--- src/rtl/su_pkg.sv ---
package su_pkg;
  localparam int WORD_W  = 32;
  localparam int NAT_W   = 16;
  localparam int CTRL_W  = 32;
  localparam int CODE_W  = 4;
  localparam int IDX_W   = $clog2(WORD_W);
  localparam int EN_BIT  = 0;
  localparam int DIR_BIT = 1;
  localparam int ACQ_LSB = 8;
  localparam int PLY_LSB = 12;

  typedef enum logic [2:0] {WID16, WID8, WID4, WID1, WID32} wid_e;

  function automatic wid_e su_width(input logic [2:0] code);
    case (code)
      3'd1:    return WID8;
      3'd2:    return WID4;
      3'd3:    return WID1;
      3'd4:    return WID32;
      default: return WID16;
    endcase
  endfunction

  function automatic logic [IDX_W-1:0] su_last_index(input wid_e w);
    case (w)
      WID8:    return IDX_W'(WORD_W/8 - 1);
      WID4:    return IDX_W'(WORD_W/4 - 1);
      WID1:    return IDX_W'(WORD_W - 1);
      WID32:   return '0;
      default: return IDX_W'(WORD_W/16 - 1);
    endcase
  endfunction

  function automatic logic [2:0] su_log2w(input wid_e w);
    case (w)
      WID8:    return 3'd3;
      WID4:    return 3'd2;
      WID16:   return 3'd4;
      default: return 3'd0;
    endcase
  endfunction
endpackage

--- src/rtl/su_fmt_decode.sv ---
module su_fmt_decode
  import su_pkg::*;
(
  input  logic [CTRL_W-1:0] ctrl_word,
  output wid_e              fmt_wid,
  output logic              fmt_cplx
);
  logic [CODE_W-1:0] code;

  always_comb begin
    if (ctrl_word[DIR_BIT]) code = ctrl_word[PLY_LSB +: CODE_W];
    else                    code = ctrl_word[ACQ_LSB +: CODE_W];
    fmt_wid  = su_width(code[2:0]);
    fmt_cplx = code[3];
  end
endmodule

--- src/rtl/su_extract.sv ---
module su_extract
  import su_pkg::*;
(
  input  logic [WORD_W-1:0] word,
  input  logic [IDX_W-1:0]  idx,
  input  wid_e              wid,
  output logic [NAT_W-1:0]  sample
);
  logic [IDX_W-1:0]  shamt;
  logic [WORD_W-1:0] shifted;

  always_comb begin
    shamt   = idx << su_log2w(wid);
    shifted = word >> shamt;
    case (wid)
      WID8:    sample = {shifted[7:0], 8'h00};
      WID4:    sample = {shifted[3:0], 12'h000};
      WID1:    sample = shifted[0] ? 16'h7FFF : 16'h8001;
      WID32:   sample = word[WORD_W-1 -: NAT_W];
      default: sample = shifted[NAT_W-1:0];
    endcase
  end

  // single-bit samples only ever map to the two full-scale codes
  always_comb begin
    if (wid == WID1) begin
      a_r6_full_scale: assert (sample == 16'h7FFF || sample == 16'h8001);
    end
  end
endmodule

--- src/rtl/sample_unpacker.sv ---
module sample_unpacker
  import su_pkg::*;
(
  input  logic              clk,
  input  logic              rst_n,
  input  logic [CTRL_W-1:0] ctrl_word,
  input  logic              in_valid,
  output logic              in_ready,
  input  logic [WORD_W-1:0] in_data,
  output logic              out_valid,
  input  logic              out_ready,
  output logic [NAT_W-1:0]  out_sample,
  output logic              out_is_q,
  output logic              out_dir
);
  // reset synchronizer: asynchronous assert, synchronous release
  logic [1:0] rs_q;
  logic       srst_n;
  always_ff @(posedge clk or negedge rst_n) begin
    if (!rst_n) rs_q <= 2'b00;
    else        rs_q <= {rs_q[0], 1'b1};
  end
  assign srst_n = rs_q[1];

  logic en;
  assign en = ctrl_word[EN_BIT];

  wid_e new_wid;
  logic new_cplx;
  su_fmt_decode u_dec (.ctrl_word(ctrl_word), .fmt_wid(new_wid), .fmt_cplx(new_cplx));

  // held word and its captured format
  logic [WORD_W-1:0] word_q;
  wid_e              wid_q;
  logic              cplx_q, dir_q;
  // progress state
  logic              full_q, full_d;
  logic [IDX_W-1:0]  idx_q, idx_d;
  logic              iq_q, iq_d;

  logic at_last, out_fire, in_fire, load;

  always_comb begin
    at_last   = (idx_q == su_last_index(wid_q));
    out_valid = en && full_q;
    out_fire  = out_valid && out_ready;
    in_ready  = en && srst_n && (!full_q || (out_fire && at_last));
    in_fire   = in_valid && in_ready;
    load      = in_fire;
  end

  always_comb begin
    full_d = full_q;
    idx_d  = idx_q;
    iq_d   = iq_q;
    if (!en) begin
      full_d = 1'b0;
      idx_d  = '0;
      iq_d   = 1'b0;
    end else begin
      if (out_fire) begin
        iq_d = cplx_q & ~iq_q;
        if (at_last) begin
          full_d = 1'b0;
          idx_d  = '0;
        end else begin
          idx_d = idx_q + 1'b1;
        end
      end
      if (in_fire) begin
        full_d = 1'b1;
        idx_d  = '0;
        if (!new_cplx) iq_d = 1'b0;
      end
    end
  end

  always_ff @(posedge clk or negedge srst_n) begin
    if (!srst_n) begin
      full_q <= 1'b0;
      idx_q  <= '0;
      iq_q   <= 1'b0;
    end else begin
      full_q <= full_d;
      idx_q  <= idx_d;
      iq_q   <= iq_d;
    end
  end

  always_ff @(posedge clk or negedge srst_n) begin
    if (!srst_n) begin
      word_q <= '0;
      wid_q  <= WID16;
      cplx_q <= 1'b0;
      dir_q  <= 1'b0;
    end else if (load) begin
      word_q <= in_data;
      wid_q  <= new_wid;
      cplx_q <= new_cplx;
      dir_q  <= ctrl_word[DIR_BIT];
    end
  end

  su_extract u_ext (.word(word_q), .idx(idx_q), .wid(wid_q), .sample(out_sample));

  assign out_is_q = iq_q;
  assign out_dir  = dir_q;

  // a disabled cycle leaves nothing to present on the next one
  a_r9_disable_flush: assert property (@(posedge clk) disable iff (!srst_n)
    !en |=> !out_valid);

  // a stalled sample stays put while the block remains enabled
  a_r10_stall_stable: assert property (@(posedge clk) disable iff (!srst_n)
    (out_valid && !out_ready) ##1 en |-> out_valid && $stable(out_sample) && $stable(out_is_q));

  // an emitted I part of a complex stream is followed by a Q part
  a_r8_iq_toggle: assert property (@(posedge clk) disable iff (!srst_n)
    out_fire && cplx_q && !iq_q && !in_fire |=> iq_q);

  // real words never carry the Q flag
  a_r8_real_is_i: assert property (@(posedge clk) disable iff (!srst_n)
    full_q && !cplx_q |-> !iq_q);

  // the sample index never passes the last slot of the captured width
  a_r3_idx_range: assert property (@(posedge clk) disable iff (!srst_n)
    full_q |-> idx_q <= su_last_index(wid_q));

  // a partly drained word keeps its data and format
  a_r11_fmt_hold: assert property (@(posedge clk) disable iff (!srst_n)
    full_q && en && !at_last |=> $stable(wid_q) && $stable(word_q));
endmodule

--- config.mk ---
export PLATFORM = sky130hd
export DESIGN_NAME = sample_unpacker
export DESIGN_NICKNAME = d
export VERILOG_FILES = /design/src/rtl/su_pkg.sv /design/src/rtl/su_fmt_decode.sv /design/src/rtl/su_extract.sv /design/src/rtl/sample_unpacker.sv
export SDC_FILE = /design/constraint.sdc
export NUM_CORES = 1
export LEC_CHECK = 0
export ABC_AREA = 1
export BUFFER_PORTS_ARGS = -buffer_cell sky130_fd_sc_hd__buf_2
export CAP_MARGIN = 20
export CORE_ASPECT_RATIO = 1.4
export CORE_UTILIZATION = 40
export CTS_CLUSTER_SIZE = 30
export DETAILED_ROUTE_END_ITERATION = 6
export GPL_ROUTABILITY_DRIVEN = 0
export PLACE_DENSITY = 0.72
export SLEW_MARGIN = 30
export SYNTH_ARGS = -nofsm -noshare
export SYNTH_HDL_FRONTEND = slang
export SYNTH_SLANG_ARGS = --single-unit
--- constraint.sdc ---
create_clock -name clk -period 3.8 [get_ports clk]
set_clock_uncertainty 0.1 [all_clocks]
set_input_delay 0.38 -clock clk [delete_from_list [all_inputs] [get_ports clk]]
set_output_delay 0.38 -clock clk [all_outputs]
set_load 0.02 [all_outputs]
==> results of run 1 <==
[worst max path at each step]
| stage | start | end | cells after the start |
|---|---|---|---|
| after floorplan | rs_q[1] | word_q[22] | 7 |
| after global placement | wid_q[0] | out_sample[8] | 11 |
| after detailed placement | wid_q[0] | out_sample[14] | 14 |
| after CTS | wid_q[0] | out_sample[14] | 14 |
| after global routing | wid_q[0] | out_sample[15] | 17 |
| final | wid_q[2] | out_sample[7] | 12 |
[cell type report]
class	instances	area (µm²)
clock inverters	1	5.00
multi-input cells	571	2650
fillers	1137	5650
inverters	59	221
well taps	138	173
repair buffers	75	415
flip-flops and latches	46	1150
clock buffers	7	143
[power by group through the flow]
| stage | registers, µW | clock network (µW) | logic [µW] |
|---|---|---|---|
| detailed placement | 650 | 0 | 1200 |
| global route | 653 | 464 | 1360 |
| finish | 644 | 433 | 1230 |
| CTS | 642 | 440 | 1210 |
| floorplan | 636 | 0 | 898 |
| global placement | 650 | 0 | 1200 |
[sequential cells by signal (all words and copies together) (netlist names)]
| name | cells |
|---|---|
| cplx_q | 1 |
| full_q | 1 |
| idx_q | 5 |
| out_dir | 1 |
| out_is_q | 1 |
| rs_q | 2 |
| wid_q | 3 |
| word_q | 32 |
[critical path: stages, from the launching register on]
cell and delay, ps:
dfrtp_1 450, inv_2 200, nand3_1 200, nand2_1 190, nand2_1 100, nand2_1 110
nand2_4 160, inv_2 310, nand3_1 170, nand3_2 150, nand3_2 310, o211ai_1 230
buf_2 200
[cell usage in the layout (no fill, tap or decap), types with 8 or more instances in the layout]
| master | n |
|---|---|
| inv_1 | 52 |
| nor2_1 | 14 |
| buf_2 | 65 |
| o211ai_1 | 9 |
| nand4_1 | 11 |
| nand3_1 | 159 |
| nand2_1 | 296 |
| a21oi_1 | 8 |
| buf_4 | 8 |
| dfrtp_1 | 45 |
| o21ai_0 | 41 |
[cells by family (layout without fill, tap and decap cells)]
group	Yosys count	count (layout)
AO/OA/AOI/OAI	64	64
AND/OR/NAND/NOR	500	500
other	1	1
XOR/XNOR	4	4
adder cells (fa/ha/maj)	1	1
flip-flops	46	46
buffers and inverters	98	142
multiplexers	1	1
[what timing repair did]
action / in CTS / in global routing
endpoints found under the setup margin: 0 / 15
hold buffers: 1 / 0
endpoints found under the hold margin: 2 / 0
gates resized for setup: 0 / 3
[metal layers]
layer  wire length [µm]  vias to the layer above  GRT usage
li1                   -                     2413          -
met1               5390                     2134      0.319
met2               5790                      187      0.357
met3                718                       40     0.0205
met4                595                        0      0.120
met5                  0                        -          0
[through the flow]
step / std cells / power, µW
6_report: 897 / 2300
5_1_grt: 897 / 2470
4_1_cts: 897 / 2290
3_5_place_dp: 888 / 1850
3_3_place_gp: 888 / 1850
2_1_floorplan: 715 / 1530
==> results.cfg, run 1 <==
[run_status]
status = completed

[min_path]
hp-class = input port to register
holdPathStages = 3
hold_end = word_q[24]
hold_start = in_data[24]

[logic_synthesis]
muxShareOfSynthArea = 0.00233
synth_cell_types = 32
synthTopCellsByArea = dfrtp_1 27%, nand2_1 26%, nand3_1 19%, o21ai_0 4.8%, inv_1 4.6%
synth_top_family_by_area = simple AND/OR/NAND/NOR gates
syn-cell-area_um2 = 4290
ys_seq_area_frac = 0.268
synth_edf_count = 0
avgSynthCellArea_um2 = 6.00
syn_nets = 784
ys_ff_latch = 46
yosys-top-cells-count = 296 x nand2_1, 159 x nand3_1, 52 x inv_1
synth_async_sr_flop_share = 1.00
synthAdderAreaFrac = 0.00292
synthSimpleGateAreaFrac = 0.513
synth-warning-count = 0
syn_inst = 715
yosys_most_used_dff = dfrtp_1
synth.most_common_cell = nand2_1
synthXorXnorAreaFrac = 0.00817
synth_top_area_share = 0.268
synth_compound_area_frac = 0.0858
synth_largest_area_cell = dfrtp_1

[final_layout]
diodes = 0
fin_nets = 827
syn2layout_area_growth_pct = 10.9
postLayoutCoreUtil = 0.457
fin_area_um2 = 4750
drive_gt1_frac = 0.142

[setup_path]
crit_arrival_ps = 3080
worstPathRequired_ps = 3320
cp-end-kind = output pin
r2r_end = word_q[17]
start_kind = register
regToRegSetupSlack_ps = 810
cp_max_fo = 19
r2r-start = wid_q[0]
reg2reg_depth = 12
crit_type = register to output pin

[grt]
grt_overflow_total = 0
grt_max_degree = 46
antenna_found_initial = 0
grt_util_all_layers = 0.232
grt_pass1_wl_mm = 20.3
grt_pass1_vias = 4163

[floorplanning]
dieArea_um2 = 11100
rows = 44
coreArea_um2 = 10400
pin_count = 88
fp.dieH_um = 125
start_util = 0.412
die_width_um = 89.5

[power]
p_switching_uw = 1090
power_frac_seq = 0.279
p_int_uw = 1220
clkPwrFrac = 0.188
p_per_area_nw_per_um2 = 485
sw_frac_of_total = 0.471
comb_power_share = 0.533
vdd_drop_max_uv = 344
p_leak_uw = 0.00259

[sta]
slew_viol_final = 0
fmax_ghz = 0.281
finalCriticalPeriod_ps = 3560
setup_viol = 0
finalHoldViolations = 0
worst_pin_slew_ps = 562
relSlewSlack = 0.625
period_share = 0.937
setup_ws_ps = 239
fin_tns_setup_ps = 0
whs_ps = 182

[drt]
wire_per_inst_um = 13.9
via_per_inst = 5.32
dr_total_vias = 4774
drc = 0
dr.pass1.iters = 5
finalWirelength_mm = 12.5
drt_iter0_markers = 406
ant_nets = 0

[clock_network]
clockBufferDepth = 2
cts_setup_buffers = 0
cts.clk_slew.worst_paths_ps = 60
clock_latency_ps = 290
h-tree-depth = 2
ctsRootBufferMaster = clkbuf_16
clock-sinks = 46
tritoncts = yes
cts_buffers = 5

[placed_design]
hpwl_mm = 9.29
place_area_um2 = 4580
post-place-ws_ps = 375
numPortBuffers = 65

[flow_run]
cap_violations = 0
(Power assumes the default switching activity.)
==> run 2, diff against run 1 <==
Settings changed: BUFFER_PORTS_ARGS -buffer_cell sky130_fd_sc_hd__buf_2 to -buffer_cell sky130_fd_sc_hd__buf_4, CORE_UTILIZATION 40 to 60, PLACE_DENSITY 0.72 to 0.95.
==> run 2 against run 1 <==
Effect of this change:
- flip-flop and latch count stayed put
- routed wire length rose by 3.4%
- sequential power rose by 0.9%
- register-to-register slack got worse by 110 ps
- largest cell class unchanged
==> results.cfg, run 2 (synthesis gave the netlist of run 1 again) <==
[run_status]
status = completed

[placed_design]
numPortBuffers = 65
hpwl_mm = 9.16

[final_layout]
multiInputGateArea_um2 = 2660
diodes = 0
fillers = 595
layout_commonest_cell = nand2_1
drive_gt1_frac = 0.143
final-seq-area_um2 = 1150
mostFrequentLayoutCells = 295 x nand2_1, 159 x nand3_1, 74 x buf_4, 52 x inv_1, 45 x dfrtp_1
syn2layout_area_growth_pct = 12.8
fin_nets = 828
largest_reg_flops = 32
max_flop_register = word_q
top_regs = word_q x32, idx_q x5, wid_q x3

[clock_network]
cts.clk_slew.worst_paths_ps = 80
ctsRootBufferMaster = clkbuf_8
clock-sinks = 46
h-tree-depth = 2
clockBufferDepth = 2
clock_latency_ps = 300
tritoncts = yes
cts_buffers = 5

[grt]
grt_util_all_layers = 0.367
antenna_found_initial = 0
grt_overflow_total = 0
grt_max_degree = 57
grt_pass1_vias = 4562
grt_pass1_wl_mm = 21.3

[sta]
worst_pin_slew_ps = 738
period_share = 0.948
grt_setup_unrepaired = no
relSlewSlack = 0.508
whs_ps = 167
fin_tns_setup_ps = 0
slew_viol_final = 0
finalHoldViolations = 0
fmax_ghz = 0.278
setup_viol = 0
finalCriticalPeriod_ps = 3600

[setup_path]
worstPathRequired_ps = 3320
cp_max_fo = 48
crit_type = register to output pin
cp-end-kind = output pin
crit_arrival_ps = 3120
start_kind = register

[drt]
drt_iter0_markers = 624
wire_per_inst_um = 15.1
drc = 0
via_per_inst = 5.96
dr_total_vias = 5097
dr.pass1.iters = 7
finalWirelength_mm = 12.9
ant_nets = 0

[flow_run]
cap_violations = 0

[power]
vdd_drop_max_uv = 419
p_leak_uw = 0.00262
p_per_area_nw_per_um2 = 480
p_total_uw = 2320

[min_path]
hp-class = input port to register

[floorplanning]
dieArea_um2 = 7490
die_width_um = 73.4
start_util = 0.618
pin_count = 88
rows = 36
coreArea_um2 = 6940
fp.dieH_um = 102
-- run 2: path summary, 6_finish.rpt --
path / end / startpoint / slack, ps / cells past startpoint
setup / recovery: out_sample[6] / wid_q[0] / 200 / 12
hold / removal: word_q[7] / in_data[7] / 170 / 3
setup reg to reg: word_q[28] / wid_q[0] / 700 / 11
hold reg to reg: rs_q[1] / rs_q[0] / 270 / 0
max in group asynchronous: out_is_q / rs_q[1] / 2950 / 1
min in group asynchronous: word_q[26] / rs_q[1] / 290 / 1
-- run 2: critical path, cell delays in order, from the launching register on --
cell and delay, ps:
dfrtp_1 550, nand2_2 170, nand2_4 200, buf_8 280, nand3_1 130, nand2_1 120, nand2_1 80, nand3_1 100
nand3_1 240, nand3_2 190, nand3_2 300, o211ai_1 260, buf_4 190
-- run 2: metal layers --
metal	share of wire	wire length (µm)	global-route usage
met5	0	0	0
met4	0.066	856	0.249
met3	0.10	1340	0.0809
met2	0.47	6020	0.581
met1	0.36	4710	0.442
-- run 2: layout make-up --
cell class	count	share of cell area
Multi-Input combinational cell	571	0.549
Sequential cell	46	0.238
Timing Repair Buffer	76	0.120
Inverter	59	0.0458
Tap cell	95	0.0246
Clock buffer	7	0.0158
Clock inverter	1	0.00621
-- run 2: where the power goes --
part,internal [µW],switching (µW),leakage (µW)
Sequential,573,77.4,0.000579
Combinational,450,869,0.00199
Clock,197,156,0.0000524
-- run 2: repair_timing --
| item | 4_1_cts | 5_1_grt |
|---|---|---|
| endpoints found under the setup margin | 0 | 14 |
| hold buffers | 1 | 0 |
| gates resized for setup | 0 | 7 |
| hold endpoints to repair | 2 | 0 |
| setup buffers | 0 | 0 |
-- run 2: metrics by stage --
step,setup WS (ps),utilization,cells,instance area [µm²]
2_1_floorplan,1320,-,715,4290
3_3_place_gp,624,0.675,846,4680
3_5_place_dp,545,0.675,846,4680
4_1_cts,196,0.692,855,4800
5_1_grt,14.1,0.697,855,4830
6_report,197,0.697,855,4830
==> run 3, diff against run 2 <==
Settings changed: CORE_ASPECT_RATIO 1.4 to 1.5.
==> run 3 against run 2 <==
Effect of this change:
- the run now ends with DRC left
- sequential power is essentially flat
- utilization about the same
- clock-buffer cell count is 1 lower
- setup slack worse by 85 ps
- combinational power about the same
- critical path depth increased by 1
- fmax down 2.3%
- cell count decreased by 1.8%
- flip-flop and latch count is the same
==> results.cfg, run 3 (synthesis gave the netlist of run 1 again) <==
[final_layout]
layout_commonest_cell = nand2_1
max_flop_register = word_q
largest_reg_flops = 32
fin_nets = 830
mostFrequentLayoutCells = 295 x nand2_1, 159 x nand3_1, 76 x buf_4, 52 x inv_1, 44 x dfrtp_1
drive_gt1_frac = 0.150
top_regs = word_q x32, idx_q x5, wid_q x3
diodes = 0
syn2layout_area_growth_pct = 12.1

[clock_network]
clock-sinks = 46
ctsRootBufferMaster = clkbuf_8
cts.clk_slew.worst_paths_ps = 80
clockBufferDepth = 2
clock_latency_ps = 300
cts_setup_buffers = 0
tritoncts = yes
cts_buffers = 5
h-tree-depth = 2

[grt]
grt_util_all_layers = 0.359
grt_pass1_vias = 4747
grt_max_degree = 57
antenna_found_initial = 0
grt_pass1_wl_mm = 21.4
grt_overflow_total = 0

[power]
p_switching_uw = 1110
comb_power_share = 0.580
p_per_area_nw_per_um2 = 475
clkPwrFrac = 0.135
power_frac_seq = 0.285
vdd_drop_max_uv = 362
sw_frac_of_total = 0.486
p_int_uw = 1170
p_leak_uw = 0.00262

[setup_path]
start_kind = register
worstPathRequired_ps = 3320
crit_type = register to output pin
cp-end-kind = output pin
cp_max_fo = 16
crit_arrival_ps = 3210

[sta]
relSlewSlack = 0.492
worst_pin_slew_ps = 762
setup_viol = 0
fin_tns_setup_ps = 0
finalCriticalPeriod_ps = 3690
period_share = 0.970
finalHoldViolations = 0
whs_ps = 166
slew_viol_final = 0
fmax_ghz = 0.271

[floorplanning]
pin_count = 88
rows = 37
fp.dieH_um = 106
dieArea_um2 = 7500
die_width_um = 71.0
start_util = 0.622
coreArea_um2 = 6900

[flow_run]
cap_violations = 0

[placed_design]
numPortBuffers = 65
hpwl_mm = 9.36

[drt]
drc = 2
drt_iter0_markers = 659
finalWirelength_mm = 13.1
dr.pass1.iters = 7
via_per_inst = 6.15
ant_nets = 0
wire_per_inst_um = 15.5
dr_total_vias = 5163

[run_status]
status = complete, but fails checks
failed_checks = DRC

[min_path]
hp-class = input port to register
[run 3: cell types whose count changed in the layout (fill, tap and decap cells not counted)]
cell / previous run / this run
buf_4: 74 / 76
clkinv_2: 0 / 1
clkbuf_8: 5 / 6
nand3_2: 3 / 4
clkbuf_1: 2 / 0
dfrtp_1: 45 / 44
dfrtp_2: 1 / 2
nand2_4: 4 / 3
nand3_4: 1 / 0
bufinv_16: 1 / 0
clkinvlp_4: 0 / 1
nand2_2: 6 / 7
[run 3: path summary, 6_finish.rpt]
kind | from | end | slack (ps) | cells after the start
max | wid_q[2] | out_sample[14] | 110 | 13
min | in_data[8] | word_q[8] | 170 | 3
max reg2reg | wid_q[0] | wid_q[1] | 620 | 11
min reg2reg | rs_q[0] | rs_q[1] | 260 | 0
max in group asynchronous | rs_q[1] | wid_q[0] | 2910 | 1
min in group asynchronous | rst_n | rs_q[1] | 290 | 2
[run 3: final cells by class]
cell class              count  area [µm²]
clock buffers               6        82.6
multi-input cells         571        2640
repair buffers             78         596
flip-flops and latches     46        1150
well taps                  78        97.6
inverters                  59         221
clock inverters             2        12.5
fillers                   572        2090
[run 3: power by group through the flow]
stage	clock network, µW	logic [µW]	registers, µW
after global placement	0	1230	647
after global routing	329	1450	660
after floorplan	0	898	636
after CTS	311	1270	645
after detailed placement	0	1260	654
final	308	1320	651
[run 3: through the flow]
stage	instance area (µm²)	setup WS (ps)	instances	utilization	total power, µW
global placement	4680	559	831	0.678	1880
finish	4810	113	840	0.697	2280
detailed placement	4680	435	831	0.678	1920
CTS	4780	101	840	0.693	2230
global route	4810	-82.9	840	0.697	2440
floorplan	4290	1320	715	-	1530
[run 3: per-layer routing]
metal / track usage / up-vias / share of wire
li1: - / 2434 / -
met1: 0.447 / 2287 / 0.36
met2: 0.598 / 351 / 0.48
met3: 0.0459 / 91 / 0.093
met4: 0.196 / 0 / 0.065
met5: 0 / - / 0
[run 3: worst max-delay path: stages (launching register included)]
cell     delay (ps)
dfrtp_1         450
inv_2           180
nand3_1         180
nand2_1          90
nand2_1         120
a21oi_4         420
nand3_1         340
nand3_1         240
nand3_2         150
nand3_2         300
nand2_1          80
nor2_1          110
nand2_1          70
buf_4           160
[run 3: what timing repair did]
action                                  CTS  global route
endpoints found under the hold margin     2             0
hold buffers                              1             0
gates resized for setup                   0             6
endpoints found under the setup margin    0            15
